===== config.mk =====
export PLATFORM = sky130hd
export DESIGN_NAME = i2c_rstart_gen
export DESIGN_NICKNAME = d
export VERILOG_FILES = /design/src/rtl/i2c_rs_pkg.sv /design/src/rtl/i2c_rs_sync.sv /design/src/rtl/i2c_rs_brg.sv /design/src/rtl/i2c_rstart_gen.sv
export SDC_FILE = /design/constraint.sdc
export NUM_CORES = 1
export LEC_CHECK = 0
export ABC_CLOCK_PERIOD_IN_PS = 4000
export BUFFER_PORTS_ARGS = -buffer_cell sky130_fd_sc_hd__buf_4
export CAP_MARGIN = 20
export CORE_AREA = 2 2 53 55
export DETAILED_ROUTE_END_ITERATION = 10
export DIE_AREA = 0 0 55 57
export GPL_TIMING_DRIVEN = 0
export PLACE_DENSITY = 0.71
export SLEW_MARGIN = 20
export SYNTH_ARGS = -nofsm -noshare
export SYNTH_HDL_FRONTEND = slang
export SYNTH_SLANG_ARGS = --single-unit
export TNS_END_PERCENT = 50

===== constraint.sdc =====
create_clock -name clk_i -period 4 [get_ports clk_i]
set_input_delay 0.4 -clock clk_i [delete_from_list [all_inputs] [get_ports clk_i]]
set_output_delay 0.4 -clock clk_i [all_outputs]
set_load 0.02 [all_outputs]

===== src/rtl/i2c_rs_pkg.sv =====
package i2c_rs_pkg;
  typedef enum logic [2:0] {
    ST_IDLE,
    ST_SCL_LOW,   // first window: SDA released, SCL held low
    ST_WAIT_HI,   // SCL released, waiting to see it rise
    ST_BOTH_HI,   // second window: both released
    ST_SDA_LOW    // third window: SDA low, SCL released
  } rs_state_e;
endpackage


===== src/rtl/i2c_rs_sync.sv =====
module i2c_rs_sync #(
  parameter int W = 2
) (
  input  logic         clk_i,
  input  logic         rst_ni,
  input  logic [W-1:0] d_i,
  output logic [W-1:0] q_o
);
  logic [W-1:0] s1_q, s2_q;

  // idle bus reads high
  always_ff @(posedge clk_i or negedge rst_ni) begin
    if (!rst_ni) begin
      s1_q <= '1;
      s2_q <= '1;
    end else begin
      s1_q <= d_i;
      s2_q <= s1_q;
    end
  end

  assign q_o = s2_q;
endmodule


===== src/rtl/i2c_rs_brg.sv =====
module i2c_rs_brg #(
  parameter int CNT_W = 8
) (
  input  logic             clk_i,
  input  logic             rst_ni,
  input  logic             load_i,
  input  logic [CNT_W-1:0] reload_i,
  output logic             expired_o
);
  localparam logic [CNT_W-1:0] ONE = CNT_W'(1);

  logic [CNT_W-1:0] cnt_q;
  logic [CNT_W-1:0] load_val;

  // counts reload-1 .. 0, so a phase lasts max(reload,1) cycles
  assign load_val = (reload_i == '0) ? '0 : reload_i - ONE;

  always_ff @(posedge clk_i or negedge rst_ni) begin
    if (!rst_ni) cnt_q <= '0;
    else if (load_i) cnt_q <= load_val;
    else if (cnt_q != '0) cnt_q <= cnt_q - ONE;
  end

  assign expired_o = (cnt_q == '0);
endmodule


===== src/rtl/i2c_rstart_gen.sv =====
module i2c_rstart_gen
  import i2c_rs_pkg::*;
#(
  parameter int CNT_W = 8
) (
  input  logic             clk_i,
  input  logic             rst_ni,
  input  logic             start_i,
  input  logic             clr_i,
  input  logic [CNT_W-1:0] reload_i,
  input  logic             sda_i,
  input  logic             scl_i,
  output logic             sda_drive_o,
  output logic             scl_drive_o,
  output logic             busy_o,
  output logic             done_flag_o,
  output logic             coll_flag_o
);
  localparam int NLINES = 2;

  rs_state_e        state_q, state_d;
  logic [NLINES-1:0] lines_s;
  logic              sda_s, scl_s, scl_prev_q;
  logic              scl_rise, scl_fall;
  logic              load, expired;
  logic              hold_q, hold_d;
  logic              set_done, set_coll;
  logic              done_q, coll_q;

  i2c_rs_sync #(.W(NLINES)) u_sync (
    .clk_i (clk_i),
    .rst_ni(rst_ni),
    .d_i   ({scl_i, sda_i}),
    .q_o   (lines_s)
  );
  assign sda_s = lines_s[0];
  assign scl_s = lines_s[1];

  i2c_rs_brg #(.CNT_W(CNT_W)) u_brg (
    .clk_i    (clk_i),
    .rst_ni   (rst_ni),
    .load_i   (load),
    .reload_i (reload_i),
    .expired_o(expired)
  );

  assign scl_rise = scl_s & ~scl_prev_q;
  assign scl_fall = ~scl_s & scl_prev_q;

  always_comb begin
    state_d  = state_q;
    hold_d   = hold_q;
    load     = 1'b0;
    set_done = 1'b0;
    set_coll = 1'b0;
    unique case (state_q)
      ST_IDLE: if (start_i) begin
        state_d = ST_SCL_LOW;
        load    = 1'b1;
      end
      ST_SCL_LOW: if (expired) state_d = ST_WAIT_HI;
      ST_WAIT_HI: if (scl_rise) begin
        if (!sda_s) begin  // other master sends 0
          set_coll = 1'b1;
          hold_d   = 1'b0;
          state_d  = ST_IDLE;
        end else begin
          load    = 1'b1;
          state_d = ST_BOTH_HI;
        end
      end
      ST_BOTH_HI: begin
        if (scl_fall && sda_s) begin  // other master sends 1
          set_coll = 1'b1;
          hold_d   = 1'b0;
          state_d  = ST_IDLE;
        end else if (expired) begin
          load    = 1'b1;
          state_d = ST_SDA_LOW;
        end
      end
      ST_SDA_LOW: if (expired) begin
        set_done = 1'b1;
        hold_d   = 1'b1;
        state_d  = ST_IDLE;
      end
      default: state_d = ST_IDLE;
    endcase
  end

  always_ff @(posedge clk_i or negedge rst_ni) begin
    if (!rst_ni) begin
      state_q    <= ST_IDLE;
      hold_q     <= 1'b0;
      scl_prev_q <= 1'b1;
      done_q     <= 1'b0;
      coll_q     <= 1'b0;
    end else begin
      state_q    <= state_d;
      hold_q     <= hold_d;
      scl_prev_q <= scl_s;
      // set wins over clear
      done_q     <= set_done | (done_q & ~clr_i);
      coll_q     <= set_coll | (coll_q & ~clr_i);
    end
  end

  always_comb begin
    unique case (state_q)
      ST_IDLE:    begin sda_drive_o = hold_q; scl_drive_o = hold_q; end
      ST_SCL_LOW: begin sda_drive_o = 1'b0;   scl_drive_o = 1'b1;   end
      ST_SDA_LOW: begin sda_drive_o = 1'b1;   scl_drive_o = 1'b0;   end
      default:    begin sda_drive_o = 1'b0;   scl_drive_o = 1'b0;   end
    endcase
  end

  assign busy_o      = (state_q != ST_IDLE);
  assign done_flag_o = done_q;
  assign coll_flag_o = coll_q;
endmodule


After elaboration in Yosys (flattened, before gate mapping)
Index checks and enable logic that the tools add are counted.
- input bits: 14
- logic and storage cells: 69
- bits in registers: 19
- add/subtract/negate cells: 2
- equality and inequality tests: 11
- bitwise operators: 9
- reduce and logical (&&, ||, !) cells: 10
- muxes and demuxes: 29
- operators by type and width (operator ; number):
    $mux W8 ; 3
    $mux W3 ; 6
    $logic_not A8 Y1 ; 2
    $sub A8 B1 Y8 const B ; 2
    $pmux W3 S5 ; 1
    $mux W1 ; 13
    $ne A2 B2 Y1 const B ; 6
    $reduce_and A5 Y1 ; 2
    $reduce_bool A8 Y1 ; 1
    $eq A3 B2 Y1 const B ; 2
    $pmux W1 S2 ; 3
    $pmux W1 S3 ; 2
    $reduce_bool A3 Y1 ; 2
    $and A1 B1 Y1 ; 4
    $eq A3 B1 Y1 const B ; 1
    $eq A3 B3 Y1 const B ; 1
    $logic_not A3 Y1 ; 1
    $ne A3 B3 Y1 const B ; 1
    $not A1 Y1 ; 3
    $mux W2 ; 1
    $or A1 B1 Y1 ; 2
    $reduce_bool A2 Y1 ; 1
    $logic_and A1 B1 Y1 ; 1

Depth between registers and ports, before layout
Gate-level depths: netlist (run 1).
- word-level depth: 6
- depth in mapped cells: 7
- gate-level depth less buffers: 6

Hierarchy
Synthesis (run 1) repeated with hierarchy kept, for this count alone.
- cells, all modules: 117
- area, all modules: 1162.4 µm²
- by module, submodules not included (module ; cells an instance ; area each (µm²) ; times used):
    i2c_rs_brg ; 66 ; 631.9 ; 1
    i2c_rstart_gen ; 47 ; 425.4 ; 1
    i2c_rs_sync ; 4 ; 105.1 ; 1

Worst setup path before layout (run 1)
OpenSTA, ideal clock, no wires.
- path type: reg2reg
- start: reg u_brg.cnt_q[3]
- end: reg state_q[0]
- cell stages (with the launch flop): 5
- path slack: 1.852 ns
- arrival: 2.054 ns
- buffers on the path: 0
- cell sequence: dfrtp_1 > or4_4 > or3_4 > or4_4 > a221oi_2
- word-level cells in the longest chain between the ends: 3
- elaborated cells on any way between the ends: 5
- classes of those cells: eq/ne (3); reduce/logical (2)
- ends and longest elaborated chain (element ; line ; RTL):
    start, declared ; i2c_rs_brg.sv:12 ; logic [CNT_W-1:0] cnt_q;
    start signal, assigned ; i2c_rs_brg.sv:20 ; else if (load_i) cnt_q <= load_val;
    start signal, assigned ; i2c_rs_brg.sv:21 ; else if (cnt_q != '0) cnt_q <= cnt_q - ONE;
    $logic_not A8 Y1 (*) ; i2c_rs_brg.sv:24 ; assign expired_o = (cnt_q == '0);
    $ne A3 B3 Y1 (no source line) or $ne A2 B2 Y1 (tied branches) ; -- ;
    $reduce_and A5 Y1 (no source line) (*) ; -- ;
    end signal, assigned ; i2c_rstart_gen.sv:99 ; state_q <= state_d;
    end, declared ; i2c_rstart_gen.sv:21 ; rs_state_e state_q, state_d;
Mark *: on every way between the ends. The rest lies on a longest branch, timed or not.
A chain may end at the register's enable or synchronous reset.

Worst setup path in the final report (run 1)
- start: reg u_brg.cnt_q[3]
- end: reg u_brg.cnt_q[1]
- word-level cells in the longest chain between the ends: 5
- elaborated cells on any way between the ends: 7
- classes of those cells: mux (4); reduce/logical (3)
- ends and longest elaborated chain (element ; line ; RTL):
    $logic_not A8 Y1 ; i2c_rs_brg.sv:24 ;
    $mux W1 ; i2c_rstart_gen.sv:77 ; end else if (expired) begin
    $mux W1 ; i2c_rstart_gen.sv:73 ; if (scl_fall && sda_s) begin
    $pmux W1 S3 ; i2c_rstart_gen.sv:56 ; unique case (state_q)
    $mux W8 or $reduce_bool A2 Y1 (tied branches) ; -- ;
Several ways; a longest one is shown, not always the timed one.

==> summary.txt, run 1 <==
Status
  • Outcome: finished, final reports clean

Synth
  • Post-Syn Area: 1210 sq um
  • Post-Syn Nets: 147
  • Yosys warns: 0
  • Mean Syn Cell Area: 9.41 sq um
  • Cell count after synthesis: 129
  • Post-synthesis sequential area ratio: 0.397
  • Netlist cell types: 38
  • Flops & latches, synth: 19

GRT
  • Largest net degree at the start of global routing: 20
  • Initial antenna violation count: 0
  • Grt total ovfl: 0
  • GRT Total Usage: 0.170
  • Vias in the first global route: 915
  • First-pass GRT wire length: 3880 microns

Finish
  • Area Overhead vs Synth: 17.3%
  • Final nets: 171
  • Leading cell type in the layout, fill and taps excluded: buf_4
  • Share of cells above drive strength 1: 0.243
  • Most frequent cells in the layout: 18 x buf_4, 15 x nor2_1, 14 x dfrtp_1
  • Ant. Diodes: 0
  • Post-route insts no fill: 183

Timing
  • Final Max Tran Viols: 0
  • Final hold violations: 0
  • Worst Skew: 5.36 ps
  • Worst slew pin tran: 565 ps
  • Final TNS setup: 0 ps
  • Max transition margin: 0.620
  • Fmax: 0.437 GHz
  • Tcrit/Tclk final: 0.573
  • Unrepaired setup endpoints after global routing: no
  • Min Tclk post-route: 2290 ps
  • Final setup vio count: 0

Worst setup path
  • Flop2flop setup slack: 1710 ps
  • RR Endpoint: u_brg.cnt_q[1]
  • Setup CP Type: flop to flop
  • Worst EP arrival: 2480 ps
  • WP data required: 4190 ps
  • Startpoint types: flop
  • Crit path max fanout: 8
  • Reg2reg path depth: 5
  • Crit. End Element: flop
  • Reg2reg start: u_brg.cnt_q[3]

Run
  • Maxcap violations: 0

Clocking
  • Htree depth: 1
  • Clock sinks: 19
  • Clock root cell: clkbuf_4
  • CTS Buf Count: 3
  • Reg clk slew, reported paths: 110 ps
  • Longest Clk Path Bufs: 2
  • Clock latency at the later pin of the worst-skew pair: 290 ps
  • CTS tree: built

Floorplan
  • Initial core utilization: 0.464
  • Core ar.: 2620 sq um
  • Die area: 3140 sq um
  • Boundary pin count: 19
  • Die width: 55 microns
  • Site row count: 19
  • DIE HEIGHT: 57 microns

Worst hold path
  • Min-delay src: sda_i
  • HP Class: input pin to flop
  • WHS Endpoint: u_sync.s1_q[0]
  • Worst Hold Depth: 1

Pwr
  • Pwr per Cell Area: 531 nW/um^2
  • Total power: 0.000756 W
  • Worst vdd ir: 297 uV
  • Lkg Pwr: 0.642 nW

Place
  • Hpwl dp: 1840 microns
  • RD Place Congestion: 0.766
  • Port Buffers: 18
  • Post-Place Cells: 178

Detailed routing
  • Router iterations before antenna repair: 4
  • Post-route DRC: 0
  • Initial DRC Count: 12
  • DR vias/cell: 5.39
  • ANT nets after route: 0
  • Vias: 987
  • Routed wire length: 2360 microns
  • Wire length per cell: 12.9 microns
[synth_stat cells]
| cell type | instances | area share |
|---|---|---|
| nor2_1 | 15 | 0.046 |
| dfrtp_1 | 14 | 0.29 |
| inv_1 | 9 | 0.028 |
| nor3_1 | 9 | 0.037 |
| xnor2_1 | 8 | 0.058 |
| a21o_1 | 5 | 0.031 |
| dfstp_2 | 5 | 0.11 |
| mux2_2 | 5 | 0.046 |
| nand2_1 | 5 | 0.015 |
| a21oi_1 | 4 | 0.016 |
| ha_1 | 4 | 0.041 |
| mux2i_1 | 4 | 0.033 |
| nand2b_1 | 4 | 0.021 |
| nor2b_1 | 4 | 0.021 |
| clkbuf_1 | 3 | 0.0093 |
| o21ai_0 | 3 | 0.012 |
| a22o_1 | 2 | 0.014 |
| nand3_1 | 2 | 0.0082 |
| nand3b_1 | 2 | 0.012 |
| nor3b_1 | 2 | 0.012 |
| o21a_1 | 2 | 0.012 |
| or4_4 | 2 | 0.019 |
| a221oi_2 | 1 | 0.012 |
| a311oi_1 | 1 | 0.0072 |
| a32o_1 | 1 | 0.0082 |
| a41o_1 | 1 | 0.0082 |
| and2_1 | 1 | 0.0052 |
| and3b_1 | 1 | 0.0072 |
| buf_1 | 1 | 0.0031 |
| buf_2 | 1 | 0.0041 |
| nand4_1 | 1 | 0.0052 |
| nor4_1 | 1 | 0.0052 |
| nor4b_1 | 1 | 0.0072 |
| nor4bb_1 | 1 | 0.0082 |
| o22ai_1 | 1 | 0.0052 |
| o31ai_1 | 1 | 0.0062 |
| or3_4 | 1 | 0.0093 |
| or3b_2 | 1 | 0.0072 |
[layer usage]
metal / GRT usage / vias up / routed length, microns
met5: 0 / - / 0
met4: 0.0732 / 0 / 34
met3: 0.0236 / 4 / 80
met2: 0.296 / 20 / 1240
met1: 0.202 / 466 / 1000
li1: - / 497 / -
[final cells by class]
class | count | area [sq um]
fillers | 249 | 1190
inverters | 9 | 33.8
flip-flops and latches | 19 | 482
repair buffers | 19 | 145
clock buffers | 4 | 26.3
well taps | 31 | 38.8
plain buffers | 5 | 20.0
multi-input cells | 96 | 678
[where the power goes]
group	switching [W]	internal (W)
sequential	0.0000480	0.000249
combinational	0.000178	0.000183
clock	0.0000584	0.0000388
total	0.000284	0.000472
[critical path, stage by stage, from the launching register on]
cell and delay [ps]:
dfrtp_1 440, or4_4 550, nor3_1 250, a41o_1 190, clkbuf_1 350, mux2_2 390
[cells by family (layout without fill, tap and decap cells)]
logic type,count (synthesis),in the layout,share of synthesized area
AOI/OAI and AO/OA,22,22,0.134
xor gates and xnor gates,8,8,0.0577
adders and majority gates,4,4,0.0412
buffers and inverters,14,37,0.0443
DFF,19,19,0.397
muxes,9,9,0.0794
and+or+nand+nor,53,53,0.246
[registers in the layout, indices dropped and copies added, names as in the netlist]
register,flops
hold_q,1
scl_prev_q,1
done_flag_o,1
u_sync.s1_q,2
u_sync.q_o,2
u_brg.cnt_q,8
state_q,3
coll_flag_o,1
[worst max path at each step]
stage / start / to / cells past startpoint
after CTS: u_brg.cnt_q[3] / u_brg.cnt_q[1] / 5
after global routing: u_brg.cnt_q[3] / u_brg.cnt_q[1] / 5
final: u_brg.cnt_q[3] / u_brg.cnt_q[1] / 5
after floorplan: u_brg.cnt_q[3] / state_q[0] / 4
after detailed placement: u_brg.cnt_q[3] / u_brg.cnt_q[1] / 5
after global placement: u_brg.cnt_q[3] / u_brg.cnt_q[1] / 5
[repair_timing]
item / CTS / global route
resized for setup: 0 / 0
buffers inserted: 0 / 0
setup endpoints to repair: 0 / 0
hold buffers: 1 / 0
endpoints found under the hold margin: 14 / 0
[through the flow]
step | utilization | hold slack [ps] | instance area, sq um | setup WS (ps)
floorplan | - | 104 | 1210 | 1850
global placement | 0.531 | 285 | 1390 | 1770
detailed placement | 0.531 | 286 | 1390 | 1710
CTS | 0.544 | 196 | 1420 | 1690
global route | 0.544 | 185 | 1420 | 1580
finish | 0.544 | 198 | 1420 | 1710
No activity file was read; power rests on OpenSTA's default activity.
==> run 2: changes to the inputs <==
ABC_CLOCK_PERIOD_IN_PS = 2100   (was 4000)
PLACE_DENSITY = 0.73   (was 0.71)
clock period = 2.1 ns   (was 4 ns; I/O delays follow)
==> summary.txt, run 2 (synthesis gave the netlist of run 1 again) <==
Timing
  • Max transition margin: 0.634 (+0.0138)
  • Worst slew pin tran: 545 ps (-20.6 ps)
  • Final Max Tran Viols: 0 (unchanged)
  • Fmax: 0.468 GHz (+7.3%)
  • Final setup vio count: 1 (+1)
  • Unrepaired setup endpoints after global routing: yes
  • Final worst slack: -34.8 ps (-1740 ps)
  • Worst Skew: 2.13 ps (-3.23 ps)
  • Final TNS setup: -34.8 ps (-34.8 ps)
  • Tcrit/Tclk final: 1.02 (+0.444)
  • Min Tclk post-route: 2130 ps (-156 ps)
  • Final hold violations: 0 (unchanged)

Detailed routing
  • Routed wire length: 2450 microns (+3.8%)
  • Post-route DRC: 0 (unchanged)
  • Initial DRC Count: 14 (+2)
  • Router iterations before antenna repair: 4 (unchanged)
  • Wire length per cell: 13.2 microns (+2.7%)
  • ANT nets after route: 0 (unchanged)
  • DR vias/cell: 5.56 (+3.0%)
  • Vias: 1028 (+4.2%)

Clocking
  • Clock root cell: clkbuf_4
  • Htree depth: 1 (unchanged)
  • Reg clk slew, reported paths: 110 ps (about the same)
  • CTS Buf Count: 3 (unchanged)
  • Clock sinks: 19 (unchanged)
  • Longest Clk Path Bufs: 2 (unchanged)
  • Clock latency at the later pin of the worst-skew pair: 300 ps (about the same)
  • CTS tree: built

Floorplan
  • Die width: 55 microns (unchanged)
  • Initial core utilization: 0.464 (unchanged)
  • Core ar.: 2620 sq um (unchanged)
  • Boundary pin count: 19 (unchanged)
  • Site row count: 19 (unchanged)
  • DIE HEIGHT: 57 microns (unchanged)
  • Die area: 3140 sq um (unchanged)

Worst setup path
  • Reg2reg path depth: 4 (-1)
  • Worst EP arrival: 2350 ps (-130 ps)
  • Setup CP Type: flop to flop
  • WP data required: 2310 ps (-1880 ps)
  • Reg2reg start: u_brg.cnt_q[3]
  • Crit. End Element: flop
  • Crit path max fanout: 5 (-3)
  • Startpoint types: flop
  • Flop2flop setup slack: -30 ps (-1740 ps)
  • RR Endpoint: state_q[0]

Worst hold path
  • Worst Hold Depth: 2 (+1)
  • Min-delay src: clr_i
  • HP Class: input pin to flop
  • WHS Endpoint: done_flag_o

Finish
  • Leading cell type in the layout, fill and taps excluded: buf_4
  • Post-route insts no fill: 185 (+1.1%)
  • Share of cells above drive strength 1: 0.273 (+0.0293)
  • Reg with most FFs: u_brg.cnt_q
  • Layout Cell Area excl Fill: 1450 sq um (+2.1%)
  • Most frequent cells in the layout: 19 x buf_4, 15 x nor2_1, 13 x dfrtp_1
  • Area Overhead vs Synth: 19.8%
  • Core Util, Final: 0.556 (+0.0115)
  • Largest register FFs: 8 (unchanged)
  • Registers with the most flip-flops: u_brg.cnt_q x8, state_q x3
  • Sequential Area: 483 sq um (+0.26%)
  • # fillers: 239 (-4.0%)
  • Final nets: 173 (+1.2%)
  • Multi-input gate area: 682 sq um (+0.55%)
  • Ant. Diodes: 0 (unchanged)

Pwr
  • Clk pwr share: 0.126 (-0.003)
  • NetSw: 0.000555 W (+95%)
  • Comb pwr share: 0.487 (+0.009)
  • Lkg Pwr: 0.654 nW (+1.9%)
  • Sequential Power Share: 0.387 (-0.007)
  • Sw frac: 0.377 (+0.00126)
  • Pint: 0.000916 W (+94%)
  • Worst vdd ir: 690 uV (+130%)
  • Pwr per Cell Area: 1010 nW/um^2 (+91%)

Place
  • Hpwl dp: 1870 microns (+1.5%)
  • Post-place instance area: 1390 sq um (unchanged)
  • RD Place Congestion: 0.819 (+6.9%)
  • Post-Place Cells: 178 (unchanged)
  • Port Buffers: 18 (unchanged)
  • DP Worst Slack: -204 ps (-1920 ps)

Run
  • Maxcap violations: 0 (unchanged)

GRT
  • Largest net degree at the start of global routing: 20 (unchanged)
  • First-pass GRT wire length: 4210 microns (+8.6%)
  • Initial antenna violation count: 0 (unchanged)
  • GRT Total Usage: 0.180 (+0.00996)
  • Vias in the first global route: 991 (+8.3%)
  • Grt total ovfl: 0 (unchanged)

Status
  • Failing checks: setup timing
  • Outcome: finished with violations
## run 2: area by class of cell
type                            count  area share
Sequential cell                    19       0.332
Timing Repair Buffer               22       0.119
Inverter                            9      0.0232
Clock buffer                        3      0.0155
Clock inverter                      1     0.00344
Tap cell                           31      0.0267
Buffer                              4      0.0112
Multi-Input combinational cell     96       0.469
## run 2: through the flow
stage	total power [W]	hold slack (ps)
floorplan	0.00109	-85.6
global placement	0.00123	91.6
detailed placement	0.00128	95.6
CTS	0.00147	85.7
global route	0.00160	88.4
finish	0.00147	91.9
## run 2: repair_timing
item                                   4_1_cts  5_1_grt
setup buffers                                0        1
endpoints found under the hold margin       16        0
hold buffers                                 3        0
pin swaps                                    0        1
setup endpoints to repair                    5        3
resized for setup                            1        2
## run 2: worst max-delay path: stages, from the launching register on
cell and delay, ps:
dfrtp_2 450, or4_4 550, or3_4 370, or4_4 430, a221oi_2 250
## run 2: power groups by stage
| stage | logic [W] | clock network [W] | registers, W |
|---|---|---|---|
| after detailed placement | 0.000701 | 0 | 0.000576 |
| after floorplan | 0.000532 | 0 | 0.000558 |
| final | 0.000716 | 0.000186 | 0.000570 |
| after global routing | 0.000806 | 0.000209 | 0.000587 |
| after CTS | 0.000708 | 0.000194 | 0.000569 |
| after global placement | 0.000661 | 0 | 0.000568 |
## run 2: metal layers
| metal | global-route usage | up-vias | wire length, microns |
|---|---|---|---|
| met3 | 0.0471 | 2 | 91 |
| met1 | 0.222 | 502 | 1080 |
| met4 | 0.0314 | 0 | 13 |
| li1 | - | 503 | - |
| met5 | 0 | - | 0 |
| met2 | 0.313 | 21 | 1260 |
## run 2: worst max path at each step
stage                   start        endpoint  slack (ps)  depth (start not counted)
3_3_place_gp   u_brg.cnt_q[3]  u_brg.cnt_q[0]        -150                          5
5_1_grt        u_brg.cnt_q[3]      state_q[0]        -110                          4
4_1_cts        u_brg.cnt_q[3]      state_q[0]         -70                          4
2_1_floorplan  u_brg.cnt_q[3]  u_brg.cnt_q[0]          40                          5
3_5_place_dp   u_brg.cnt_q[3]  u_brg.cnt_q[1]        -200                          5
6_report       u_brg.cnt_q[3]      state_q[0]         -30                          4
==> run 3: changes to the inputs <==
RECOVER_POWER = 100   (was unset)
==> summary.txt, run 3 (synthesis gave the netlist of run 1 again) <==
Finish
  • Reg with most FFs: u_brg.cnt_q
  • Registers with the most flip-flops: u_brg.cnt_q x8, state_q x3
  • Final nets: 173 (unchanged)
  • Sequential Area: 483 sq um (unchanged)
  • Multi-input gate area: 682 sq um (unchanged)
  • # fillers: 238 (-0.42%)
  • Most frequent cells in the layout: 16 x buf_4, 15 x nor2_1, 13 x dfrtp_1
  • Leading cell type in the layout, fill and taps excluded: buf_4
  • Area Overhead vs Synth: 19.5%
  • Share of cells above drive strength 1: 0.266 (-0.00649)
  • Ant. Diodes: 0 (unchanged)
  • Post-route insts no fill: 185 (unchanged)
  • Largest register FFs: 8 (unchanged)
  • Layout Cell Area excl Fill: 1450 sq um (-0.26%)

Timing
  • Max transition margin: 0.321 (-0.313)
  • Final worst slack: -30.3 ps (+4.51 ps)
  • Final Max Tran Viols: 0 (unchanged)
  • Fmax: 0.469 GHz (+0.21%)
  • Unrepaired setup endpoints after global routing: yes
  • Worst Skew: 2.24 ps (+0.111 ps)
  • Worst slew pin tran: 1020 ps (+473 ps)
  • Final setup vio count: 1 (unchanged)
  • Final hold violations: 0 (unchanged)
  • Tcrit/Tclk final: 1.01 (-0.00215)
  • Min Tclk post-route: 2130 ps (-4.51 ps)

Floorplan
  • Site row count: 19 (unchanged)
  • Core ar.: 2620 sq um (unchanged)
  • Die area: 3140 sq um (unchanged)
  • Die width: 55 microns (unchanged)
  • Initial core utilization: 0.464 (unchanged)
  • Boundary pin count: 19 (unchanged)
  • DIE HEIGHT: 57 microns (unchanged)

Worst setup path
  • Setup CP Type: flop to flop
  • Flop2flop setup slack: -30 ps (about the same)
  • Crit path max fanout: 5 (unchanged)
  • Crit. End Element: flop
  • Startpoint types: flop
  • Worst EP arrival: 2340 ps (about the same)
  • RR Endpoint: state_q[0]
  • Reg2reg start: u_brg.cnt_q[3]
  • CP peak stage delay: 550 ps (about the same)
  • Worst path cell trace: or4_4 -> or3_4 -> or4_4 -> a221oi_2
  • CP most frequent cell: or4_4
  • Reg2reg path depth: 4 (unchanged)
  • Slowest cell on crit path: or4_4
  • WP data required: 2310 ps (about the same)

Detailed routing
  • DR vias/cell: 5.58 (+0.39%)
  • Initial DRC Count: 14 (unchanged)
  • ANT nets after route: 0 (unchanged)
  • Post-route DRC: 0 (unchanged)
  • Wire length per cell: 13.2 microns (-0.29%)
  • Routed wire length: 2440 microns (-0.29%)
  • Vias: 1032 (+0.39%)
  • Router iterations before antenna repair: 4 (unchanged)

Clocking
  • Htree depth: 1 (unchanged)
  • Reg clk slew, reported paths: 110 ps (about the same)
  • Clock root cell: clkbuf_4
  • CTS tree: built
  • CTS Buf Count: 3 (unchanged)
  • Clock sinks: 19 (unchanged)
  • Longest Clk Path Bufs: 2 (unchanged)
  • Clock latency at the later pin of the worst-skew pair: 300 ps (about the same)

GRT
  • Vias in the first global route: 991 (unchanged)
  • Initial antenna violation count: 0 (unchanged)
  • GRT Total Usage: 0.180 (unchanged)
  • Largest net degree at the start of global routing: 20 (unchanged)
  • First-pass GRT wire length: 4210 microns (unchanged)
  • Grt total ovfl: 0 (unchanged)

Pwr
  • Sequential Power Share: 0.387 (about the same)
  • Worst vdd ir: 690 uV (about the same)
  • Pwr per Cell Area: 1010 nW/um^2 (+0.13%)
  • Comb pwr share: 0.486 (about the same)
  • Lkg Pwr: 0.650 nW (-0.62%)
  • Total power: 0.00147 W (-0.13%)
  • NetSw: 0.000554 W (-0.13%)
  • Pint: 0.000915 W (-0.12%)
  • Clk pwr share: 0.126 (about the same)
  • Sw frac: 0.377 (about the same)

Status
  • Failing checks: setup timing
  • Outcome: finished with violations

Worst hold path
  • Min-delay src: clr_i
  • Worst Hold Depth: 2 (unchanged)
  • WHS Endpoint: done_flag_o
  • HP Class: input pin to flop

Run
  • Maxcap violations: 0 (unchanged)

Place
  • Hpwl dp: 1870 microns (unchanged)
  • RD Place Congestion: 0.819 (unchanged)
  • Port Buffers: 18 (unchanged)
  • Post-place instance area: 1390 sq um (unchanged)
  • Post-Place Cells: 178 (unchanged)
[run 3: cell count changes in the layout (fill, tap and decap cells not counted), sizes merged]
cell    before  now
buf         21   18
clkbuf       5    8
[run 3: timing repair]
action,CTS,global route
setup buffers,0,1
hold buffers,3,0
endpoints found under the setup margin,5,3
gates resized for setup,1,2
pin swaps,0,1
endpoints found under the hold margin,16,0
[run 3: layout make-up]
class / instances / area share
clock inverters: 1 / 0.00345
flip-flops and latches: 19 / 0.333
plain buffers: 4 / 0.0112
inverters: 9 / 0.0233
multi-input cells: 96 / 0.470
well taps: 31 / 0.0267
repair buffers: 22 / 0.116
clock buffers: 3 / 0.0155
[run 3: worst max-delay path: cells and delay by family, from the launching register on]
kind	cells	cell delay [ps]
compound gates	1	250
flops	1	450
simple gates	3	1340
[run 3: how the worst max path moves through the flow]
stage                        start        endpoint  slack, ps
floorplan           u_brg.cnt_q[3]  u_brg.cnt_q[0]         40
global placement    u_brg.cnt_q[3]  u_brg.cnt_q[0]       -150
detailed placement  u_brg.cnt_q[3]  u_brg.cnt_q[1]       -200
CTS                 u_brg.cnt_q[3]      state_q[0]        -70
global route        u_brg.cnt_q[3]      state_q[0]       -110
finish              u_brg.cnt_q[3]      state_q[0]        -30
[run 3: metal layers]
metal	GRT usage	routed length, microns	vias to the layer above
li1	-	-	504
met1	0.222	1070	505
met2	0.313	1260	21
met3	0.0471	97	2
met4	0.0314	13	0
met5	0	0	-
[run 3: power by group through the flow]
stage                     Sequential (W)  Clock (W)  Combinational (W)
after detailed placement        0.000576          0           0.000701
after global routing            0.000587   0.000209           0.000805
after global placement          0.000568          0           0.000661
final                           0.000569   0.000185           0.000715
after CTS                       0.000569   0.000194           0.000708
after floorplan                 0.000558          0           0.000532
[run 3: metrics by stage]
step / hold slack (ps) / setup TNS, ps / setup slack (ps) / utilization
4_1_cts: 85.7 / -74.1 / -74.1 / 0.552
6_report: 91.9 / -30.3 / -30.3 / 0.555
5_1_grt: 88.4 / -122 / -108 / 0.555
3_5_place_dp: 95.6 / -419 / -204 / 0.531
2_1_floorplan: -85.6 / 0 / 36.6 / -
3_3_place_gp: 91.6 / -307 / -151 / 0.531
